### src/rtl/ssm_pkg.sv
package ssm_pkg;
    // legal amount bands, in 0.125 % steps
    localparam int CTR_AMT_MIN = 1;
    localparam int CTR_AMT_MAX = 16;
    localparam int DN_AMT_MIN  = 2;
    localparam int DN_AMT_MAX  = 32;

    typedef enum logic {
        SPREAD_CENTER = 1'b0,
        SPREAD_DOWN   = 1'b1
    } spread_e;
endpackage

### src/rtl/ssm_cfg_sat.sv
// Clamps the amount code to the band of the selected mode and picks the
// half-period length for the selected rate.
module ssm_cfg_sat
    import ssm_pkg::*;
#(
    parameter int CODE_W = 6,
    parameter int HALF_W = 12
) (
    input  logic              down_mode,
    input  logic [CODE_W-1:0] amt_code,
    input  logic              rate_fast,
    input  logic [HALF_W-1:0] slow_half,
    input  logic [HALF_W-1:0] fast_half,
    output logic [CODE_W-1:0] amt,
    output logic [HALF_W-1:0] half
);
    logic [CODE_W-1:0] lo, hi;
    logic [HALF_W-1:0] half_raw;

    always_comb begin
        lo = (spread_e'(down_mode) == SPREAD_DOWN) ? CODE_W'(DN_AMT_MIN) : CODE_W'(CTR_AMT_MIN);
        hi = (spread_e'(down_mode) == SPREAD_DOWN) ? CODE_W'(DN_AMT_MAX) : CODE_W'(CTR_AMT_MAX);
        if (amt_code < lo)      amt = lo;
        else if (amt_code > hi) amt = hi;
        else                    amt = amt_code;

        half_raw = rate_fast ? fast_half : slow_half;
        half     = (half_raw == '0) ? HALF_W'(1) : half_raw;
    end
endmodule

### src/rtl/ssm_tri_phase.sv
// Maps a period counter (0 .. 2H-1) onto a triangle position and flags the
// last count of the period.
module ssm_tri_phase #(
    parameter int HALF_W = 12,
    localparam int CNT_W = HALF_W + 1
) (
    input  logic [CNT_W-1:0]  cnt,
    input  logic [HALF_W-1:0] half,
    output logic [HALF_W-1:0] pos,
    output logic              last,
    output logic [CNT_W-1:0]  cnt_inc
);
    logic [CNT_W-1:0] h_ext, twice;

    always_comb begin
        h_ext   = {1'b0, half};
        twice   = {half, 1'b0};
        pos     = (cnt <= h_ext) ? cnt[HALF_W-1:0] : HALF_W'(twice - cnt);
        last    = (cnt == twice - CNT_W'(1));
        cnt_inc = cnt + CNT_W'(1);
    end
endmodule

### src/rtl/ssm_dev_map.sv
// Scales a triangle position into the signed deviation word for the mode.
module ssm_dev_map
    import ssm_pkg::*;
#(
    parameter int CODE_W = 6,
    parameter int HALF_W = 12,
    parameter int DEV_W  = HALF_W + CODE_W + 2
) (
    input  logic                    down_mode,
    input  logic [CODE_W-1:0]       amt,
    input  logic [HALF_W-1:0]       half,
    input  logic [HALF_W-1:0]       pos,
    output logic signed [DEV_W-1:0] dev
);
    logic signed [DEV_W-1:0] a_s, p_s, h_s;

    always_comb begin
        a_s = DEV_W'(amt);
        p_s = DEV_W'(pos);
        h_s = DEV_W'(half);
        if (spread_e'(down_mode) == SPREAD_DOWN)
            dev = -(a_s * (p_s + p_s));
        else
            dev = a_s * (p_s + p_s - h_s);
    end
endmodule

### src/rtl/ssm_triangle_gen.sv
module ssm_triangle_gen
    import ssm_pkg::*;
#(
    parameter  int CODE_W = 6,
    parameter  int HALF_W = 12,
    parameter  int DIV_W  = 24,
    localparam int DEV_W  = HALF_W + CODE_W + 2
) (
    input  logic                    clk,
    input  logic                    rst_n,
    input  logic                    tick,
    input  logic                    en,
    input  logic                    down_mode,
    input  logic [CODE_W-1:0]       amt_code,
    input  logic                    rate_fast,
    input  logic [HALF_W-1:0]       slow_half,
    input  logic [HALF_W-1:0]       fast_half,
    input  logic [DIV_W-1:0]        nom_div,
    output logic signed [DEV_W-1:0] dev,
    output logic [DIV_W-1:0]        mod_div
);
    localparam int CNT_W = HALF_W + 1;

    typedef struct packed {
        logic                    run;
        logic [CNT_W-1:0]        cnt;
        logic                    down;
        logic [CODE_W-1:0]       amt;
        logic [HALF_W-1:0]       half;
        logic signed [DEV_W-1:0] dev;
    } gen_st_t;

    gen_st_t st_d, st_q;

    // settings offered at the port, already clamped
    logic [CODE_W-1:0] sat_amt;
    logic [HALF_W-1:0] sat_half;

    ssm_cfg_sat #(.CODE_W(CODE_W), .HALF_W(HALF_W)) u_sat (
        .down_mode (down_mode),
        .amt_code  (amt_code),
        .rate_fast (rate_fast),
        .slow_half (slow_half),
        .fast_half (fast_half),
        .amt       (sat_amt),
        .half      (sat_half)
    );

    // where the current period stands
    logic [HALF_W-1:0] pos_cur_unused;
    logic              last_q;
    logic [CNT_W-1:0]  cnt_inc;

    ssm_tri_phase #(.HALF_W(HALF_W)) u_ph_cur (
        .cnt     (st_q.cnt),
        .half    (st_q.half),
        .pos     (pos_cur_unused),
        .last    (last_q),
        .cnt_inc (cnt_inc)
    );

    // a period begins on the first enabled tick or after the last count
    logic              reload;
    logic [CNT_W-1:0]  cnt_n;
    logic              down_n;
    logic [CODE_W-1:0] amt_n;
    logic [HALF_W-1:0] half_n;

    assign reload = !st_q.run || last_q;
    assign cnt_n  = reload ? '0 : cnt_inc;
    assign down_n = reload ? down_mode : st_q.down;
    assign amt_n  = reload ? sat_amt   : st_q.amt;
    assign half_n = reload ? sat_half  : st_q.half;

    logic [HALF_W-1:0] pos_n;
    logic              last_n_unused;
    logic [CNT_W-1:0]  inc_n_unused;

    ssm_tri_phase #(.HALF_W(HALF_W)) u_ph_nxt (
        .cnt     (cnt_n),
        .half    (half_n),
        .pos     (pos_n),
        .last    (last_n_unused),
        .cnt_inc (inc_n_unused)
    );

    logic signed [DEV_W-1:0] dev_n;

    ssm_dev_map #(.CODE_W(CODE_W), .HALF_W(HALF_W), .DEV_W(DEV_W)) u_map (
        .down_mode (down_n),
        .amt       (amt_n),
        .half      (half_n),
        .pos       (pos_n),
        .dev       (dev_n)
    );

    always_comb begin
        st_d = st_q;
        if (tick) begin
            if (!en) begin
                st_d.run = 1'b0;
                st_d.cnt = '0;
                st_d.dev = '0;
            end else begin
                st_d.run  = 1'b1;
                st_d.cnt  = cnt_n;
                st_d.down = down_n;
                st_d.amt  = amt_n;
                st_d.half = half_n;
                st_d.dev  = dev_n;
            end
        end
    end

    always_ff @(posedge clk or negedge rst_n) begin
        if (!rst_n) begin
            st_q      <= '0;
            st_q.half <= HALF_W'(1);
        end else begin
            st_q <= st_d;
        end
    end

    assign dev     = st_q.dev;
    assign mod_div = nom_div + {{(DIV_W-DEV_W){st_q.dev[DEV_W-1]}}, st_q.dev};

    // ---------------- assertions ----------------
    logic signed [DEV_W-1:0] bound_s, step_s;
    assign bound_s = DEV_W'(st_q.amt) * DEV_W'(st_q.half);
    assign step_s  = DEV_W'(st_q.amt) + DEV_W'(st_q.amt);

    AST_HOLD_NO_TICK: assert property (@(posedge clk) disable iff (!rst_n)
        !tick |=> $stable(dev)) else $error("dev moved without tick");

    AST_OFF_ZERO: assert property (@(posedge clk) disable iff (!rst_n)
        tick && !en |=> dev == '0) else $error("disabled tick not zero");

    AST_DOWN_NONPOS: assert property (@(posedge clk) disable iff (!rst_n)
        st_q.down |-> st_q.dev <= 0) else $error("down spread above target");

    AST_CENTER_BOUND: assert property (@(posedge clk) disable iff (!rst_n)
        !st_q.down |-> (st_q.dev <= bound_s) && (st_q.dev >= -bound_s))
        else $error("center spread beyond amount");

    AST_AMT_RANGE: assert property (@(posedge clk) disable iff (!rst_n)
        st_q.run |-> (st_q.down ? (st_q.amt >= CODE_W'(DN_AMT_MIN) && st_q.amt <= CODE_W'(DN_AMT_MAX))
                                : (st_q.amt >= CODE_W'(CTR_AMT_MIN) && st_q.amt <= CODE_W'(CTR_AMT_MAX))))
        else $error("amount outside band");

    AST_STEP_SIZE: assert property (@(posedge clk) disable iff (!rst_n)
        tick && en && st_q.run && !last_q |=>
            (dev - $past(dev) == step_s) || ($past(dev) - dev == step_s))
        else $error("in-period step not 2A");
endmodule

### config.mk
export PLATFORM = sky130hd
export DESIGN_NAME = ssm_triangle_gen
export DESIGN_NICKNAME = d
export VERILOG_FILES = /design/src/rtl/ssm_pkg.sv /design/src/rtl/ssm_cfg_sat.sv /design/src/rtl/ssm_tri_phase.sv /design/src/rtl/ssm_dev_map.sv /design/src/rtl/ssm_triangle_gen.sv
export SDC_FILE = /design/constraint.sdc
export NUM_CORES = 1
export LEC_CHECK = 0
export ABC_AREA = 1
export BUFFER_PORTS_ARGS = -buffer_cell sky130_fd_sc_hd__buf_2
export CAP_MARGIN = 20
export CELL_PAD_IN_SITES_DETAIL_PLACEMENT = 0
export CELL_PAD_IN_SITES_GLOBAL_PLACEMENT = 1
export CORE_UTILIZATION = 30
export DETAILED_ROUTE_END_ITERATION = 8
export PLACE_DENSITY_LB_ADDON = 0.15
export RECOVER_POWER = 100
export SLEW_MARGIN = 25
export SYNTH_ARGS = -nofsm -noshare
export SYNTH_HDL_FRONTEND = slang
export SYNTH_SLANG_ARGS = --single-unit
### constraint.sdc
create_clock -name clk -period 29.4 [get_ports clk]
set_input_delay 4.41 -clock clk [delete_from_list [all_inputs] [get_ports clk]]
set_output_delay 4.41 -clock clk [all_outputs]
set_load 0.01 [all_outputs]
# Word-level counts from Yosys, hierarchy flattened
# Index checks and enable logic that the tools add are counted.
# op_classes
n_lt_le_gt_ge	3
muxes	14
add_sub_neg	7
n_mul	2
n_reduce_logical	4
eq_ne	1
# op_table
op	n
$mux W12	4
$mul A7 B20 Y20	2
$mux W20	2
$add A24 B24 Y24	1
$mux W6	4
$neg A20 Y20	1
$mux W14	1
$sub A13 B12 Y14	1
$add A12 B12 Y13	1
$add A13 B1 Y13 const B	1
$eq A13 B13 Y1	1
$le A13 B12 Y1	1
$mux W13	1
$sub A13 B1 Y13 const B	1
$logic_not A12 Y1	1
$sub A12 B12 Y12	1
$gt A6 B6 Y1	1
$lt A6 B6 Y1	1
$mux W2	1
$reduce_and A2 Y1	1
$logic_not A1 Y1	1
$logic_or A1 B1 Y1	1
$mux W1	1
# totals
register_bits	53
wordCells	37
out_inout_bits	44
input_bits	60

# Logic depth before layout (Yosys ltp)
# Gate-level depths: netlist of the first run.
# logic_depth
word_depth	11
mapped_depth	67

# Cells and area by module
# Synthesis of the first run repeated with hierarchy kept, for this count alone.
# hier_totals
hier_cells	2337
hier_area_um2	14690.3
# by_module_without_submodules
module	cells_per_inst	instances	area_per_inst_um2
ssm_dev_map	997	1	6769.0
ssm_triangle_gen	648	1	4177.8
ssm_tri_phase at u_ph_nxt	298	1	1640.3
ssm_tri_phase at u_ph_cur	285	1	1622.8
ssm_cfg_sat	109	1	480.5

# Worst setup path before layout of the first run
# Ideal clock, no wire load.
# synth_timing
kind	input to register
from	in rate_fast
to	reg st_q (netlist bit dev[19])
t_arrival_ns	12.462
path_slack_ns	16.821
stages	49
cell_sequence	buf_2 > mux2_2 > or2_2 > o21ai_0 > ha_1 > nand2_1 > nor2_1 > a211oi_1 > o211ai_1 > inv_1 > nand2_1 > nand2_2 > buf_4 > nand2_1 > nand2_1 > inv_1 > ha_1 > a21oi_1 > [... 13 more ...] > nor2_1 > fa_1 > fa_1 > fa_1 > inv_1 > fa_1 > inv_1 > ha_1 > inv_1 > nor4_1 > inv_1 > o311ai_0 > xor2_1 > inv_1 > nand4_1 > nand3_1 > nand2_1 > nand2_1
# synth_via
elab_chain_cells	11
# synth_rtl
element	line_no	source
start: declaration	ssm_triangle_gen.sv:15	input logic rate_fast,
$mux W12 (*)	ssm_cfg_sat.sv:27	half_raw = rate_fast ? fast_half : slow_half;
$logic_not A12 Y1	ssm_cfg_sat.sv:28	half = (half_raw == '0) ? HALF_W'(1) : half_raw;
$mux W12 (*)	ssm_cfg_sat.sv:28	
$mux W12 (*)	ssm_triangle_gen.sv:73	assign half_n = reload ? sat_half : st_q.half;
$sub A12 B12 Y12 / $le A13 B12 Y1 (equally long branches)	ssm_tri_phase.sv:18	pos = (cnt <= h_ext) ? cnt[HALF_W-1:0] : HALF_W'(twice - cnt);
$mux W12	ssm_tri_phase.sv:18	
$add A12 B12 Y13	ssm_dev_map.sv:22, ssm_dev_map.sv:24	
$mul A7 B20 Y20 / $sub A13 B12 Y14 (equally long branches)	ssm_dev_map.sv:22, ssm_dev_map.sv:24	
$neg A20 Y20 / $mul A7 B20 Y20 (equally long branches)	ssm_dev_map.sv:22, ssm_dev_map.sv:24	
$mux W20 (*)	ssm_dev_map.sv:21	if (spread_e'(down_mode) == SPREAD_DOWN)
$mux W20 (*)	ssm_triangle_gen.sv:100	if (!en) begin
end signal: assignment	ssm_triangle_gen.sv:120	st_q <= st_d;
end: declaration	ssm_triangle_gen.sv:33	gen_st_t st_d, st_q;
# Mark *: on every way between the ends. The rest lies on a longest branch, timed or not.
# A chain may end at the register's enable or synchronous reset.

# Worst setup path after layout of the first run
# layout_timing
from	in rate_fast
to	reg st_q (netlist bit dev[19])
# layout_via
elab_chain_cells	11
# layout_rtl
element	line_no	source
$mux W12 (*)	ssm_cfg_sat.sv:27	
$logic_not A12 Y1	ssm_cfg_sat.sv:28	
$mux W12 (*)	ssm_cfg_sat.sv:28	
$mux W12 (*)	ssm_triangle_gen.sv:73	
net half_n[0]	ssm_triangle_gen.sv:67	logic [HALF_W-1:0] half_n;
$sub A12 B12 Y12 / $le A13 B12 Y1 (equally long branches)	ssm_tri_phase.sv:18	
$mux W12	ssm_tri_phase.sv:18	
$add A12 B12 Y13	ssm_dev_map.sv:22, ssm_dev_map.sv:24	
$mul A7 B20 Y20 / $sub A13 B12 Y14 (equally long branches)	ssm_dev_map.sv:22, ssm_dev_map.sv:24	
$neg A20 Y20 / $mul A7 B20 Y20 (equally long branches)	ssm_dev_map.sv:22, ssm_dev_map.sv:24	
$mux W20 (*)	ssm_dev_map.sv:21	
$mux W20 (*)	ssm_triangle_gen.sv:100	
# The timed path passes the listed nets; every way through them passes the cells marked *.

==> results.txt, run 1 <==
Result of the run: finished, violations left
Violations in the final reports: max-capacitance violations, max-slew violations
Period utilisation layout: 48.6%
Clock period minus worst slack: 14300 ps
Fill cell instance count of the final layout: 4106
Share of layout cells above drive strength 1: 8.77%
Unrepaired setup endpoints after global routing: false
Ports placed on the boundary: 104
Total congestion overflow: 0
Global-route wire length before repair: 56300 µm
Clock transition at the register clock pins on the worst setup and hold paths after CTS: 90 ps
Max-cap viol count: 2
Worst-case headroom to the max-slew limit: -134%
Stage delay of the slowest cell on the critical path: 560 ps
Routed length per placed instance: 16.0 µm
Clock network fraction of total power: 7.0%
Layout-stage area growth over the synthesis result: 8.86%
Top FF cell, synth: dfrtp_1
P per Cell Area: 77.0 nW/µm²
Element type at the critical path start: primary input
Hold Vio Cnt, Final: 0
Internal power: 0.000403 W
Yosys synthesis warning count: 0
Avg Inst Size Synth: 7.15 µm²
Die X-Extent: 196 µm
TritonRoute pass-1 iters: 4
Diodes inserted: 0
Pins Over Slew Limit: 90
Slowest stage cell on the critical path: clkbuf_1
Overall Global Routing Usage: 18.8%
Data arrival time at the worst-slack endpoint: 14520 ps
Logic pwr share: 81.7%
Num Clock Sinks: 53
Placed standard-cell area: 12300 µm²
Root buffer cell: clkbuf_16
Via total after detailed routing: 10200
Total chip power: 0.000948 W
Maximum clock frequency: 69.9 MHz
Sw power: 0.000545 W
Post-route setup TNS: 0 ps
Async set or reset register ratio after synthesis: 100%
Clock tree skew after final layout: 10.6 ps
Flops & latches, synth: 53
Classification of the worst setup path: in2reg
Sw Share: 57.5%
Post-synthesis sequential area ratio: 11.7%
Maximum fanout encountered on the critical timing path: 17
Die extent in y: 196 µm
Clk_lat worst skew: 330 ps
Pin count of the biggest net entering global routing: 54
Initial Util: 30.7%
Hold buffer count at cts: 0
Slew of the pin with the lowest slew margin: 3510 ps
Total Nets Final: 1940
H-Tree Depth: 2
Deepest clock path buffer count: 2
Number of core rows: 70
First-iteration detailed-routing DRC count: 553
# resized after CTS: 0
Nature of the critical path endpoint: flip-flop
Net count after synthesis: 1869
Post-Syn Area: 11300 µm²
Area enclosed by the die boundary: 38500 µm²
Cell with the most instances on the worst path: inv_1
Worst Hold Class: reg2reg
Cell leakage power: 6.59 nW
Clock tree from TritonCTS: done
Via count of the first global-routing pass: 10400
Number of different library cells in the post-synthesis netlist: 59
Cell area after layout: 12300 µm²
Drt via density: 4.74
Final weighted congestion in routability-driven placement: 0.857
Post-CTS setup buffer count: 0
Drc violations: 0
Number of nets still failing antenna checks after routing: 0
Count of input and output buffers: 103
Detailed Route WL: 34500 µm
Post-synth EDFFs: 0
Final setup fails: 0
Num CTS Buffers: 5
Detailed placement HPWL: 28800 µm
Flop pwr share: 11.3%
Worst IR drop on VDD: 0.0000495 V
Syn Inst Count: 1582
Core Box Area: 36900 µm²
Initial antenna violation count: 0
Required time of the critical path: 29620 ps
final cells by class:
type | count | area, µm² | share of cell area (%)
clock buffers | 6 | 129 | 1.05
clock inverters | 2 | 16.3 | 0.132
inverters | 311 | 1170 | 9.49
multi-input cells | 1169 | 8520 | 69.2
flip-flops and latches | 53 | 1330 | 10.8
well taps | 504 | 631 | 5.12
repair buffers | 113 | 522 | 4.24
power by group through the flow:
| stage | registers, W | clock network [W] | logic (W) |
|---|---|---|---|
| finish | 0.000107 | 0.0000662 | 0.000774 |
| floorplan | 0.000100 | 0 | 0.000599 |
| CTS | 0.000107 | 0.0000698 | 0.000793 |
| global route | 0.000109 | 0.0000720 | 0.000903 |
| detailed placement | 0.000108 | 0 | 0.000789 |
| global placement | 0.000108 | 0 | 0.000792 |
cell families (layout without fill, tap and decap cells):
group	Yosys count	in the layout	share of synthesized area, %
adders and majority gates	227	227	31.8
DFF	53	53	11.7
AOI/OAI and AO/OA	241	241	12.5
buffers and inverters	360	432	12.8
muxes	8	8	0.730
and+or+nand+nor	616	616	24.4
xor gates and xnor gates	77	77	6.13
stage by stage:
step                util, %  hold slack (ps)  cells  setup WS, ps
floorplan                 -              451   1582         16820
global placement       33.2              466   2150         15870
detailed placement     33.2              475   2150         15740
CTS                    33.6              496   2158         16080
global route           33.4              511   2158         14070
finish                 33.4              491   2158         15100
worst max-delay path: cells and delay by family:
| kind | cells | cell delay [ps] |
|---|---|---|
| AO/OA/AOI/OAI | 10 | 2300 |
| XOR/XNOR | 2 | 480 |
| adder cells (fa/ha/maj) | 7 | 3160 |
| buffers and inverters | 12 | 1540 |
| AND/OR/NAND/NOR | 19 | 2600 |
state kept, by name, indices dropped and copies added, names as in the netlist:
signal	flops
dev	20
st_q	33
per-layer routing:
| layer | vias to the layer above | track usage (%) | share of wire, % |
|---|---|---|---|
| li1 | 5177 | - | - |
| met1 | 4852 | 27.6 | 52 |
| met2 | 168 | 29.2 | 43 |
| met3 | 31 | 2.30 | 3.6 |
| met4 | 0 | 4.60 | 1.6 |
| met5 | - | 0 | 0 |
cells in the mapped netlist, drive strengths merged, types with 3 or more instances:
master,n,area share [%]
clkbuf,21,0.70
o311ai,3,0.23
a21oi,86,3.9
inv,306,10
nor4,10,0.61
nand2,326,11
dfrtp,52,12
nand3,84,4.2
a31oi,5,0.28
ha,127,14
clkinv,5,0.17
or2,11,0.61
nor3,11,0.49
o22ai,13,0.72
o31ai,5,0.38
o221ai,7,0.54
nor2,149,5.5
fa,100,18
o211ai,11,0.73
buf,28,1.7
o21ai,90,4.2
mux2i,6,0.53
nand4,18,1.1
nand3b,5,0.33
o21bai,10,0.70
xor2,59,4.7
a211oi,3,0.20
xnor2,18,1.4
a21o,3,0.20
final timing paths:
path | endpoint | slack (ps) | cells past startpoint | startpoint
worst min register to register | st_q[38] | 490 | 2 | st_q[38]
worst max-delay path | dev[19] | 15100 | 50 | rate_fast
worst max register to register | dev[19] | 18260 | 53 | st_q[20]
min in group asynchronous | st_q[36] | 5360 | 2 | rst_n
worst min-delay path | st_q[38] | 490 | 2 | st_q[38]
max in group asynchronous | dev[9] | 22040 | 2 | rst_n
placed cells by master, fill, tap and decap left out, types with 17 or more instances in the layout:
cell type and n:
fa_1 100, dfrtp_1 52, nand4_1 17, buf_2 57
ha_1 127, inv_1 289, xor2_1 58, a21oi_1 84
nand2_1 314, o21ai_0 78, nor2_1 137, clkbuf_1 50
nand3_1 74, xnor2_1 18
No activity file was read; power rests on OpenSTA's default activity.
==> inputs of run 2 (changes only) <==
clock period = 13.55 ns   (was 29.4 ns; I/O delays follow)
==> results.txt, run 2 (synthesis results as in run 1) <==
Result of the run: finished, violations left
Violations in the final reports: max-capacitance violations, max-slew violations
Number of core rows: 70 (unchanged)
Worst IR drop on VDD: 0.000105 V (+110%)
Required time of the critical path: 13770 ps (-15850 ps)
Detailed placement HPWL: 29000 µm (+0.67%)
Final setup fails: 0 (unchanged)
H-Tree Depth: 2 (unchanged)
Most common library cell in the layout ignoring fill and taps: nand2_1
Detailed Route WL: 34700 µm (+0.46%)
Die extent in y: 196 µm (unchanged)
Total Nets Final: 1940 (unchanged)
Stage delay of the slowest cell on the critical path: 950 ps (+390 ps)
Classification of the worst setup path: reg2reg
Fill cell instance count of the final layout: 4073 (-0.80%)
Max-cap viol count: 2 (unchanged)
Post-route setup TNS: 0 ps (unchanged)
Share of layout cells above drive strength 1: 8.77% (unchanged)
TritonRoute pass-1 iters: 5 (+1)
Placed standard-cell area: 12300 µm² (unchanged)
Register bank with the most flops: st_q
Clock transition at the register clock pins on the worst setup and hold paths after CTS: 80 ps (about the same)
Hold buffer count at cts: 0 (unchanged)
Data arrival time at the worst-slack endpoint: 11780 ps (-2740 ps)
Nature of the critical path endpoint: flip-flop
Period utilisation layout: 85.3%
Worst-case headroom to the max-slew limit: -139% (-5.4 points)
Hold Vio Cnt, Final: 0 (unchanged)
Routed length per placed instance: 16.1 µm (+0.46%)
Placed instance count: 2150 (unchanged)
Clock tree from TritonCTS: done
Maximum clock frequency: 86.5 MHz
Num CTS Buffers: 5 (unchanged)
Root buffer cell: clkbuf_16
# resized after CTS: 0 (unchanged)
Unrepaired setup endpoints after global routing: false
Cell leakage power: 6.60 nW (+0.14%)
Overall Global Routing Usage: 18.9% (+0.063 points)
Clk_lat worst skew: 330 ps (about the same)
Non-Filler Instances: 2158 (unchanged)
Number of flip-flops in the largest register: 33 (unchanged)
Count of input and output buffers: 103 (unchanged)
Diodes inserted: 0 (unchanged)
First-iteration detailed-routing DRC count: 486 (-12%)
Ports placed on the boundary: 104 (unchanged)
Clock period minus worst slack: 11560 ps
Slowest stage cell on the critical path: nor2_1
Top library cells by usage in the layout, fill and taps aside: nand2_1 (313), inv_1 (289), nor2_1 (139)
Number of nets still failing antenna checks after routing: 0 (unchanged)
Final Hold Slack: 488 ps (-2.91 ps)
Die X-Extent: 196 µm (unchanged)
Num Clock Sinks: 53 (unchanged)
Initial Util: 30.7% (unchanged)
Global-route wire length before repair: 56400 µm (+0.11%)
Pin count of the biggest net entering global routing: 54 (unchanged)
Drc violations: 0 (unchanged)
Deepest clock path buffer count: 2 (unchanged)
Worst Hold Class: reg2reg
Total chip power: 0.00206 W (+120%)
Drt via density: 4.71 (-0.65%)
Via count of the first global-routing pass: 10300 (-0.42%)
Initial antenna violation count: 0 (unchanged)
P per Cell Area: 167 nW/µm² (+120%)
Slew of the pin with the lowest slew margin: 3590 ps (+81.0 ps)
Via total after detailed routing: 10200 (-0.65%)
Final weighted congestion in routability-driven placement: 0.858 (about the same)
Total congestion overflow: 0 (unchanged)
Area enclosed by the die boundary: 38500 µm² (unchanged)
Post-CTS setup buffer count: 0 (unchanged)
Pins Over Slew Limit: 90 (unchanged)
Element type at the critical path start: flip-flop
Core Box Area: 36900 µm² (unchanged)
Top flop regs: st_q: 33 flops, dev: 20 flops
Clock tree skew after final layout: 9.92 ps (-0.641 ps)
Cell with the most instances on the worst path: nand2_1
Cell area after layout: 12300 µm² (unchanged)
Maximum fanout encountered on the critical timing path: 16 (-1)
Layout-stage area growth over the synthesis result: 8.86% (unchanged)
[run 2: changes by cell type in the layout (fill, tap and decap cells not counted), sizes merged]
| cell | before | now |
|---|---|---|
| clkinvlp | 2 | 1 |
| buf | 64 | 65 |
| inv | 305 | 306 |
| clkbuf | 55 | 54 |
[run 2: through the flow]
step	setup WS [ps]	util [%]
after CTS	2600	33.6
after global placement	2400	33.2
after detailed placement	2250	33.2
after floorplan	3350	-
after global routing	889	33.4
final	1990	33.4
[run 2: final timing paths]
path	from	to	slack, ps	cells after the start
max	st_q[20]	dev[19]	1990	57
min	st_q[38]	st_q[38]	490	2
max reg2reg	st_q[20]	dev[19]	1990	57
min reg2reg	st_q[38]	st_q[38]	490	2
max in group asynchronous	rst_n	dev[9]	8490	2
min in group asynchronous	rst_n	st_q[36]	3020	2
[run 2: area by class of cell]
class | count | area (µm²) | share of cell area, %
timing repair buffer | 113 | 523 | 4.25
sequential | 53 | 1330 | 10.8
tap | 504 | 631 | 5.12
clock buffer | 6 | 129 | 1.05
clock inverter | 2 | 16.3 | 0.132
inverter | 311 | 1170 | 9.50
multi-input combinational | 1169 | 8520 | 69.2
[run 2: critical path, delay by kind of cell, from the launching register on]
family	cells	cell delay [ps]
xor gates and xnor gates	2	470
and+or+nand+nor	24	3680
adders and majority gates	8	3310
DFF	1	390
buffers and inverters	10	920
AOI/OAI and AO/OA	13	2670
[run 2: routing by layer]
metal	up-vias	global-route usage (%)	share of wire, %
li1	5190	-	-
met5	-	0	0
met2	148	29.4	43
met1	4799	28.0	53
met3	25	1.75	2.7
met4	0	4.25	1.4
[run 2: power breakdown]
| group | switching (W) | internal, W |
|---|---|---|
| Combinational | 0.00107 | 0.000614 |
| Clock | 0.0000746 | 0.0000695 |
| Sequential | 0.0000408 | 0.000192 |
| Total | 0.00118 | 0.000875 |
==> inputs of run 3 (changes only) <==
PLACE_DENSITY_LB_ADDON = 0.1   (was 0.15)
==> results.txt, run 3 (synthesis results as in run 1) <==
Clock transition at the register clock pins on the worst setup and hold paths after CTS: 100 ps (+20 ps)
Clk_lat worst skew: 330 ps (about the same)
Length of routed met3 wiring: 1320 µm (+42%)
Placed standard-cell area: 12300 µm² (about the same)
Number of core rows: 70 (unchanged)
Post-CTS setup buffer count: 0 (unchanged)
Most common library cell in the layout ignoring fill and taps: nand2_1
Sum of routed wire segments on met1: 18800 µm (+1.6%)
Clock network fraction of total power: 7.2% (+0.2 points)
P per Cell Area: 171 nW/µm² (+2.5%)
Max-cap viol count: 2 (unchanged)
Via total after detailed routing: 10300 (+1.2%)
Detailed placement HPWL: 30300 µm (+4.5%)
Worst IR drop on VDD: 0.000100 V (-4.8%)
Logic pwr share: 81.8% (about the same)
Nature of the critical path endpoint: flip-flop
Period utilisation layout: 87.2% (+1.8 points)
Routed length per placed instance: 16.7 µm (+4.0%)
Clock tree from TritonCTS: done
Share of layout cells above drive strength 1: 8.94% (+0.18 points)
Die extent in y: 196 µm (unchanged)
Final Hold Slack: 495 ps (+7.08 ps)
Core utilization of the finished layout: 33.4% (+0.048 points)
Maximum fanout encountered on the critical timing path: 17 (+1)
Die X-Extent: 196 µm (unchanged)
Num CTS Buffers: 5 (unchanged)
Root buffer cell: clkbuf_16
TritonRoute pass-1 iters: 5 (unchanged)
Sw Share: 58.2% (+0.65 points)
Global-route wire length before repair: 58100 µm (+3.0%)
Ports placed on the boundary: 104 (unchanged)
Total Nets Final: 1941 (+0.052%)
H-Tree Depth: 2 (unchanged)
Final setup fails: 0 (unchanged)
Register bank with the most flops: st_q
Clock tree skew after final layout: 15.8 ps (+5.86 ps)
Diodes inserted: 0 (unchanged)
Deepest clock path buffer count: 2 (unchanged)
Hold buffer count at cts: 0 (unchanged)
Flop pwr share: 11.0% (-0.3 points)
Cell area after layout: 12300 µm² (+0.14%)
Register-to-register path setup slack: 2300 ps (+310 ps)
Top flop regs: st_q: 33 flops, dev: 20 flops
Drt via density: 4.77 (+1.2%)
Worst-case headroom to the max-slew limit: -137% (+2.5 points)
Buf/Inv on CP: 13 (+3)
Internal power: 0.000884 W (+1.0%)
Sw power: 0.00123 W (+3.8%)
Worst Hold Class: reg2reg
Violations in the final reports: max-capacitance violations, max-slew violations
Top library cells by usage in the layout, fill and taps aside: nand2_1 (314), inv_1 (289), nor2_1 (137)
Highest Signal Layer: met4
Initial antenna violation count: 0 (unchanged)
Via count of the first global-routing pass: 10400 (+0.41%)
CP delay by family, top: adder cells
Element type at the critical path start: primary input
Initial Util: 30.7% (unchanged)
Layout-stage area growth over the synthesis result: 9.02%
Stage delay of the slowest cell on the critical path: 560 ps (-390 ps)
Maximum clock frequency: 84.7 MHz (-2.1%)
Hold Vio Cnt, Final: 0 (unchanged)
Clock period minus worst slack: 11810 ps (+248 ps)
Classification of the worst setup path: in2reg
Total congestion overflow: 0 (unchanged)
Num Clock Sinks: 53 (unchanged)
Slew of the pin with the lowest slew margin: 3550 ps (-38.2 ps)
Number of nets still failing antenna checks after routing: 0 (unchanged)
Result of the run: finished, violations left
Overall Global Routing Usage: 19.5% (+0.61 points)
Data arrival time at the worst-slack endpoint: 12040 ps (+260 ps)
Core Box Area: 36900 µm² (unchanged)
Required time of the critical path: 13780 ps (about the same)
Detailed-routed wire length on met2: 15600 µm (+5.7%)
Post-route setup TNS: 0 ps (unchanged)
# resized after CTS: 0 (unchanged)
Pins Over Slew Limit: 96 (+6.7%)
Area enclosed by the die boundary: 38500 µm² (unchanged)
First-iteration detailed-routing DRC count: 545 (+12%)
Pin count of the biggest net entering global routing: 54 (unchanged)
Final weighted congestion in routability-driven placement: 0.856 (-0.19%)
Detailed Route WL: 36100 µm (+4.1%)
Number of flip-flops in the largest register: 33 (unchanged)
Count of input and output buffers: 103 (unchanged)
Unrepaired setup endpoints after global routing: false
Slowest stage cell on the critical path: o21ai_0
Cell leakage power: 6.61 nW (about the same)
Cell with the most instances on the worst path: inv_1
Drc violations: 0 (unchanged)
[run 3: power groups by stage]
| stage | clock network [W] | logic, W | registers, W |
|---|---|---|---|
| after floorplan | 0 | 0.00130 | 0.000218 |
| after CTS | 0.000158 | 0.00176 | 0.000232 |
| after detailed placement | 0 | 0.00175 | 0.000235 |
| after global routing | 0.000162 | 0.00199 | 0.000239 |
| after global placement | 0 | 0.00176 | 0.000234 |
| final | 0.000152 | 0.00173 | 0.000233 |
[run 3: worst register-to-register path, delay by kind of cell (launching register included)]
| family | cells | cell delay [ps] |
|---|---|---|
| buf+inv | 12 | 1070 |
| flops | 1 | 430 |
| simple gates | 25 | 3870 |
| xor+xnor | 2 | 500 |
| fa+ha+maj | 8 | 3390 |
| compound gates | 9 | 1890 |
[run 3: per-stage QoR]
stage / instances / setup slack, ps / total power, W
2_1_floorplan: 1582 / 3350 / 0.00152
3_3_place_gp: 2151 / 2250 / 0.00200
3_5_place_dp: 2151 / 2080 / 0.00199
4_1_cts: 2159 / 2410 / 0.00215
5_1_grt: 2159 / 758 / 0.00240
6_report: 2159 / 1740 / 0.00211
[run 3: worst paths after layout]
path	start	end	cells past startpoint
max	rate_fast	dev[19]	52
min	st_q[38]	st_q[38]	2
max reg2reg	st_q[21]	dev[19]	56
min reg2reg	st_q[38]	st_q[38]	2
max in group asynchronous	rst_n	dev[8]	2
min in group asynchronous	rst_n	st_q[29]	2
[run 3: per-layer routing]
layer / vias up / global-route usage, %
li1: 5187 / -
met2: 222 / 31.0
met3: 18 / 1.48
met4: 0 / 3.30
met1: 4861 / 29.0
met5: - / 0
[run 3: cell type report]
| type | instances | area [µm²] |
|---|---|---|
| timing repair buffer | 114 | 531 |
| inverter | 311 | 1170 |
| tap | 504 | 631 |
| clock buffer | 5 | 125 |
| fill | 4040 | 24500 |
| clock inverter | 3 | 28.8 |
| sequential | 53 | 1330 |
| multi-input combinational | 1169 | 8520 |
